**config.mk**
```make
export PLATFORM = sky130hd
export DESIGN_NAME = tiny_core
export DESIGN_NICKNAME = d
export VERILOG_FILES = /design/src/rtl/tiny_core.sv
export SDC_FILE = /design/constraint.sdc
export NUM_CORES = 2
export LEC_CHECK = 0
export BUFFER_PORTS_ARGS = -buffer_cell sky130_fd_sc_hd__buf_4
export CAP_MARGIN = 20
export CORE_MARGIN = 2
export CORE_UTILIZATION = 55
export DETAILED_ROUTE_END_ITERATION = 12
export PLACE_DENSITY = 0.71
export SETUP_SLACK_MARGIN = 0.15
export SLEW_MARGIN = 15
export SYNTH_ARGS = -nofsm -noshare
export SYNTH_HDL_FRONTEND = slang
export SYNTH_SLANG_ARGS = --single-unit
```
**constraint.sdc**
```tcl
create_clock -name clk -period 8.71 [get_ports clk]
set_clock_uncertainty 0.15 [all_clocks]
set_input_delay 0.871 -clock clk [delete_from_list [all_inputs] [get_ports clk]]
set_output_delay 0.871 -clock clk [all_outputs]
set_load 0.005 [all_outputs]
```
**src/rtl/tiny_core.sv**
```systemverilog
module tiny_core #(
  parameter int NREG = 32,
  localparam int RW = $clog2(NREG)
) (
  input  logic        clk,
  input  logic        rst,
  output logic [31:0] imem_addr,
  input  logic [31:0] imem_rdata,
  output logic [31:0] dmem_addr,
  output logic [31:0] dmem_wdata,
  output logic        dmem_we,
  input  logic [31:0] dmem_rdata
);
  logic [31:0] pc;
  logic [31:0] rf [NREG];
  logic [5:0]  op, fn;
  logic [RW-1:0] rs, rt, rd;
  logic [15:0] imm;
  logic [31:0] simm, rs_val, rt_val, pc4, br_tgt;
  logic        wr_en;
  logic [RW-1:0] wr_idx;
  logic [31:0] wr_val, next_pc;

  assign op  = imem_rdata[31:26];
  assign rs  = imem_rdata[25:21];
  assign rt  = imem_rdata[20:16];
  assign rd  = imem_rdata[15:11];
  assign fn  = imem_rdata[5:0];
  assign imm = imem_rdata[15:0];
  assign simm = {{16{imm[15]}}, imm};

  assign rs_val = (rs == '0) ? '0 : rf[rs];
  assign rt_val = (rt == '0) ? '0 : rf[rt];

  assign pc4    = pc + 32'd4;
  assign br_tgt = pc + {simm[29:0], 2'b00};

  assign imem_addr  = pc;
  assign dmem_addr  = rs_val + simm;
  assign dmem_wdata = rt_val;
  assign dmem_we    = (op == 6'h2B);

  always_comb begin
    wr_en   = 1'b0;
    wr_idx  = rt;
    wr_val  = '0;
    next_pc = pc4;
    case (op)
      6'h00: begin
        wr_idx = rd;
        case (fn)
          6'd32: begin wr_en = 1'b1; wr_val = rs_val + rt_val; end
          6'd34: begin wr_en = 1'b1; wr_val = rs_val - rt_val; end
          6'd42: begin wr_en = 1'b1; wr_val = {31'd0, $signed(rs_val) < $signed(rt_val)}; end
          default: ;
        endcase
      end
      6'h08: begin wr_en = 1'b1; wr_val = rs_val + simm; end
      6'h0A: begin wr_en = 1'b1; wr_val = {31'd0, $signed(rs_val) < $signed(simm)}; end
      6'h0F: begin wr_en = 1'b1; wr_val = {imm, 16'd0}; end
      6'h23: begin wr_en = 1'b1; wr_val = dmem_rdata; end
      6'h04: if (rs_val == rt_val) next_pc = br_tgt;
      6'h05: if (rs_val != rt_val) next_pc = br_tgt;
      6'h02: next_pc = {pc[31:28], imem_rdata[25:0], 2'b00};
      default: ;
    endcase
  end

  always_ff @(posedge clk) begin
    if (rst) pc <= '0;
    else     pc <= next_pc;
  end

  always_ff @(posedge clk) begin
    if (!rst && wr_en && wr_idx != '0) rf[wr_idx] <= wr_val;
  end
endmodule

```
### After elaboration in Yosys (flattened, before gate mapping)

Memories as Yosys holds them, arrays and structs flattened.
Cells that the tools add are included.

| cells by class | value |
|---|---|
| add/subtract/negate cells | 5 |
| $mul | 0 |
| divide/modulo/power cells | 0 |
| order comparisons | 2 |
| equality and inequality tests | 13 |
| shift operators | 0 |
| mux-type cells | 12 |
| bitwise operators | 0 |
| reductions and logical operators | 9 |

Operators with widths:

| cell | count |
|---|---|
| 32-bit case mux with 3 select lines | 2 |
| 32-bit case mux with 5 select lines | 1 |
| 32-bit 2-to-1 mux | 4 |
| 32-bit adder | 3 |
| 32-bit by 3-bit adder with 32-bit output, second input constant | 1 |
| 32-bit == test | 1 |
| 32-bit by 16-bit less-than comparator with 1-bit output | 1 |
| 32-bit less-than comparator | 1 |
| 32-bit inequality test | 1 |
| 32-bit subtractor | 1 |
| 6-bit == test, second input constant | 5 |
| 6-bit by 4-bit == test with 1-bit output, second input constant | 3 |
| 6-bit by 3-bit == test with 1-bit output, second input constant | 2 |
| 5-bit logical NOT | 2 |
| 6-bit by 2-bit == test with 1-bit output, second input constant | 1 |
| 6-bit logical NOT | 1 |
| 5-bit 2-to-1 mux | 1 |
| 5-bit nonzero test | 1 |
| 4-bit OR reduction | 1 |
| 1-bit 2-to-1 mux | 3 |
| 3-bit OR reduction | 1 |
| 1-bit logical AND | 2 |
| 1-bit case mux with 2 select lines | 1 |
| 1-bit logical NOT | 1 |

| word-level totals | value |
|---|---|
| register bits after elaboration | 32 |
| latch bits | 0 |
| memory bits (writable) | 1,024 |
| ROM bits | 0 |
| bits of input ports | 66 |
| output and inout port bits | 97 |
| memories | 1 |

Memories:

| memory | depth | width | rd ports | clocked after memory_dff | write ports | RTL line | text |
|---|---|---|---|---|---|---|---|
| rf | 32 | 32 | 2 | 0 | 1 | 15 | `logic [31:0] rf [NREG];` |

### Longest topological paths before layout

| depth | value |
|---|---|
| depth in word-level cells | 8 |
| depth in mapped cells | 22 |

### Worst setup path after synthesis

OpenSTA, ideal clock, no wires.

| timing | value |
|---|---|
| path type | input to register |
| from | input imem_rdata[21] |
| to | memory rf[0][23] (data pin) |
| setup time | 454 ps |
| data arrival time | 6,291 ps |
| required time | 8,106 ps |
| slack | 1,815 ps |
| stages on the path | 19 |
| cell sequence | buf_2 > clkbuf_1 > buf_1 > mux4_2 > mux4_2 > mux2i_1 > nor2_1 > ha_1 > buf_2 > a21o_1 > a21oi_1 > o21ai_1 > a221oi_2 > o21ba_1 > a21oi_1 > a31oi_1 > mux2i_1 > xnor2_1 > o21ai_0 |

| between the ends | value |
|---|---|
| longest elaborated chain between the ends | 5 |
| elaborated cells between the ends (all ways) | 8 |

Ends and longest elaborated chain:

| item | RTL line | text |
|---|---|---|
| start: declaration | 8 | `input logic [31:0] imem_rdata,` |
| memory 32 x 32 bit / 5-bit logical NOT (equally long branches) | - |  |
| 32-bit 2-to-1 mux (*) | 32 | `assign rs_val = (rs == '0) ? '0 : rf[rs];` |
| 32-bit subtractor / 32-bit adder (equally long branches) | 53, 52 |  |
| 32-bit case mux with 3 select lines | 51 | `case (fn)` |
| 32-bit case mux with 5 select lines (*) | 48 | `case (op)` |
| via wr_val[23] | 22 | `logic [31:0] wr_val, next_pc;` |
| end: declaration | 15 |  |

Mark *: on every way through the listed nets, which the timed path passes. The rest lies on a longest branch.

### Worst setup path in the final report

| timing | value |
|---|---|
| from | input imem_rdata[22] |
| to | output dmem_addr[31] |

| between the ends | value |
|---|---|
| longest elaborated chain between the ends | 3 |
| elaborated cells between the ends (all ways) | 4 |

Ends and longest elaborated chain:

| item | RTL line | text |
|---|---|---|
| memory 32 x 32 bit / 5-bit logical NOT (equally long branches) | - |  |
| 32-bit 2-to-1 mux (*) | 32 |  |
| 32-bit adder (*) | 39 | `assign dmem_addr = rs_val + simm;` |
| end: declaration | 9 | `output logic [31:0] dmem_addr,` |

Mark *: on every way between the ends. The rest lies on a longest branch, timed or not.

==> summary.txt <==
full die area = 107000 um2
core box area = 103000 um2
via/cell ratio = 7.20
All-Layer GR Usage = 35.2%
post-CTS resize count = 0
outcome = finished clean
Layout Utilization = 62.4%
# nets final = 4244
Adder-Cell Fraction of Synth Area = 3.62%
Worst Hold Path EP = imem_addr[9]
Startpoint Class = primary input
DRT iter0 DRCs = 6344
P per Cell Area = 192 nW/um2
TritonCTS clock tree = done
crit end category = primary output
post-synthesis mux area share = 22.9%
die height = 327 um
largest net degree at the start of global routing = 68
clock root cell = clkbuf_16
Worst VDD drop = 0.170 mV
Hold Crit Depth = 3
Max-cap violations = 0
register-to-register setup slack = 2.48 ns
cts hold-fix bufs = 0
worst reg2reg path depth = 15
most frequent CP cell = nand2b_1
DRT antenna net count = 0
Max Buffers Root-to-Sink = 3
Clk pin slew, worst setup/hold paths = 0.07 ns
IO Pins = 163
RSZ-0062 raised after global routing = no
GR met1 Demand/Resource = 49.1%
antenna cells = 0
Cell Chain, Critical Path = buf_8, buf_4, mux4_2, mux4_2, nand2b_1, a21oi_1, ha_1, nand2b_1, a221o_1, o41ai_4, o2111ai_1, a31oi_2, o21ai_2, nor4_2, nand2b_1, a21oi_1, xor2_1, buf_4
vias = 39500
Critical Setup Path Class = in -> out
Initial Util = 55.4%
antenna violations before repair = 3
worst relative slew slack = 19.9%
met3 Use GR = 8.06%
Avg Cell Area, Syn = 14.9 um2
Port Buffers = 160
share of cells above drive strength 1 = 26.2%
Seq/Total Area, Yosys = 54.8%
Yosys Warn Count = 0
Synth cell types = 99
simple-gate share of the synthesized area = 4.92%
cts bufs inserted = 108
ys async rst share = 0%
slowest stage delay, CP = 0.89 ns
first-pass GRT wire length = 269 mm
Compound-Gate Fraction of Synth Area = 9.40%
Synth Flop Type = edfxtp_1
number of enable flip-flop cells after synthesis = 1024
aggregate global routing overflow = 0
Worst-Margin Slew = 1.20 ns
CTS H-Tree Depth = 3
Final HPWL DP = 115 mm
Crit Reg-Reg Startpoint = rf[19][3]
fmax = 0.135 GHz
post-synthesis xor/xnor area fraction = 1.76%
Post-CTS Setup Inserts = 0
Area growth, synth to finish = 12.8%
number of detailed-route iterations in the first pass = 8
Slew Viols, Final = 0
slowest CP cell = a21oi_1
hold_sp = imem_rdata[7]
CP Data Required Time = 7.69 ns
busiest metal layer after global routing = met2
Mapped Area = 57200 um2
Critical R2R Capture = rf[7][24]
die extent in x = 327 um
FP Rows = 118
GPL Wtd Cong = 1.03
clock latency on the worst-skew pair = 0.73 ns
Leakage = 22.4 nW
Cells after Synth = 3840
final period utilization = 84.7%
Period minus WS final = 7.38 ns
Sink Count = 1054
wirelength, routed = 189 mm
drt wl/cell = 34.5 um
drc violations = 0
Arr. time, crit path = 6.36 ns
number of global-route vias before repair = 37900
endpoints failing setup = 0
met2 GRT Util = 52.8%
Hold Fails Final Rpt = 0
Worst Hold Class = in -> reg
setup TNS = 0 ns
main combinational cell family by area after synthesis = multiplexers
crit-path max FO = 67
flops & latches, synth = 1054
-- cell usage in the layout, fill, tap and decap left out, types with 29 or more instances in the layout --
cell type and n:
a21o_1 29, a21oi_1 264, a222oi_1 29, buf_4 270, clkbuf_16 108, conb_1 34
dfxtp_1 30, edfxtp_1 1024, ha_1 159, inv_1 109, mux2_2 64, mux2i_1 228
mux4_2 448, nand2_1 87, nand3_1 34, nor2_1 178, nor2_4 33, nor3_1 59
nor3b_1 35, o21ai_0 123, o221ai_1 65, o22ai_1 75, xnor2_1 84, xor2_1 31
-- logic make-up (layout without fill, tap and decap cells) --
| kind of cell | after synthesis | count (layout) |
|---|---|---|
| and+or+nand+nor | 565 | 565 |
| DFF | 1054 | 1054 |
| adders and majority gates | 163 | 163 |
| other | 1 | 34 |
| AOI/OAI and AO/OA | 829 | 829 |
| buffers and inverters | 372 | 601 |
| muxes | 741 | 741 |
| xor gates and xnor gates | 115 | 115 |
-- cells in the mapped netlist, drive strengths merged, types with 5 or more instances --
cell	count	share of area, %
a211oi	17	0.25
a21boi	5	0.066
a21o	29	0.38
a21oi	264	2.3
a222oi	29	0.51
a22oi	27	0.35
a31oi	16	0.20
and3	13	0.14
buf	101	0.80
clkbuf	160	1.1
dfxtp	30	1.0
edfxtp	1024	54
ha	159	3.5
inv	111	0.73
mux2	65	1.3
mux2i	228	4.0
mux4	448	18
nand2	87	0.57
nand2b	26	0.28
nand3	34	0.30
nand4	17	0.19
nor2	212	1.4
nor2b	20	0.22
nor3	61	0.55
nor3b	36	0.48
nor4	16	0.23
o211ai	15	0.21
o21a	11	0.14
o21ai	179	1.6
o21bai	23	0.30
o221ai	65	1.0
o22ai	76	0.84
o31ai	24	0.37
or2	7	0.077
or3	11	0.13
or4	6	0.079
xnor2	84	1.3
xor2	31	0.47
-- metrics by stage --
step	hold WS, ns	setup WS [ns]	std cells	power, mW	cell area [um2]
final	0.340	1.33	5482	12.4	64500
after global routing	0.337	1.21	5482	12.8	64500
after CTS	0.299	1.41	5478	12.4	64400
after detailed placement	0.472	1.30	5281	7.62	60700
after global placement	0.465	1.34	5281	7.62	60700
after floorplan	0.421	1.81	3873	6.94	57300
-- worst max-delay path by stage --
stage | startpoint | endpoint | slack, ns | cells after the start
global route | imem_rdata[23] | dmem_addr[31] | 1.21 | 17
floorplan | imem_rdata[21] | rf[0][23] | 1.81 | 19
finish | imem_rdata[22] | dmem_addr[31] | 1.33 | 18
CTS | imem_rdata[23] | dmem_addr[31] | 1.41 | 17
detailed placement | imem_rdata[21] | rf[14][17] | 1.30 | 16
global placement | imem_rdata[23] | rf[6][23] | 1.34 | 15
-- cell type report --
type                    count  area, um2
clock buffers             125       2770
clock inverters            72        900
flip-flops and latches   1054      31400
inverters                 111        417
fillers                  7545      38800
repair buffers            293       2430
multi-input cells        2447      24900
well taps                1380       1730
-- registers in the layout, summed over array words and instances, names as in the netlist --
name / cells
imem_addr: 30
rf: 1024
-- power by group --
part | switching [mW] | leakage [nW] | internal [mW]
sequential | 0.0108 | 9.79 | 5.52
clock | 2.03 | 1.77 | 2.82
combinational | 1.24 | 10.9 | 0.807
-- critical path: cells and delay by family --
| family | cells | cell delay (ns) |
|---|---|---|
| simple gates | 4 | 0.62 |
| buf+inv | 3 | 1.06 |
| xor+xnor | 1 | 0.25 |
| fa+ha+maj | 1 | 0.40 |
| compound gates | 7 | 2.50 |
| mux | 2 | 0.49 |
-- routing by layer --
metal,vias to the layer above,part of all wire [%]
met5,-,0.020
met4,6,5.5
met3,547,13
met2,2928,44
li1,16000,-
met1,20000,37
No activity file was read; power rests on OpenSTA's default activity.
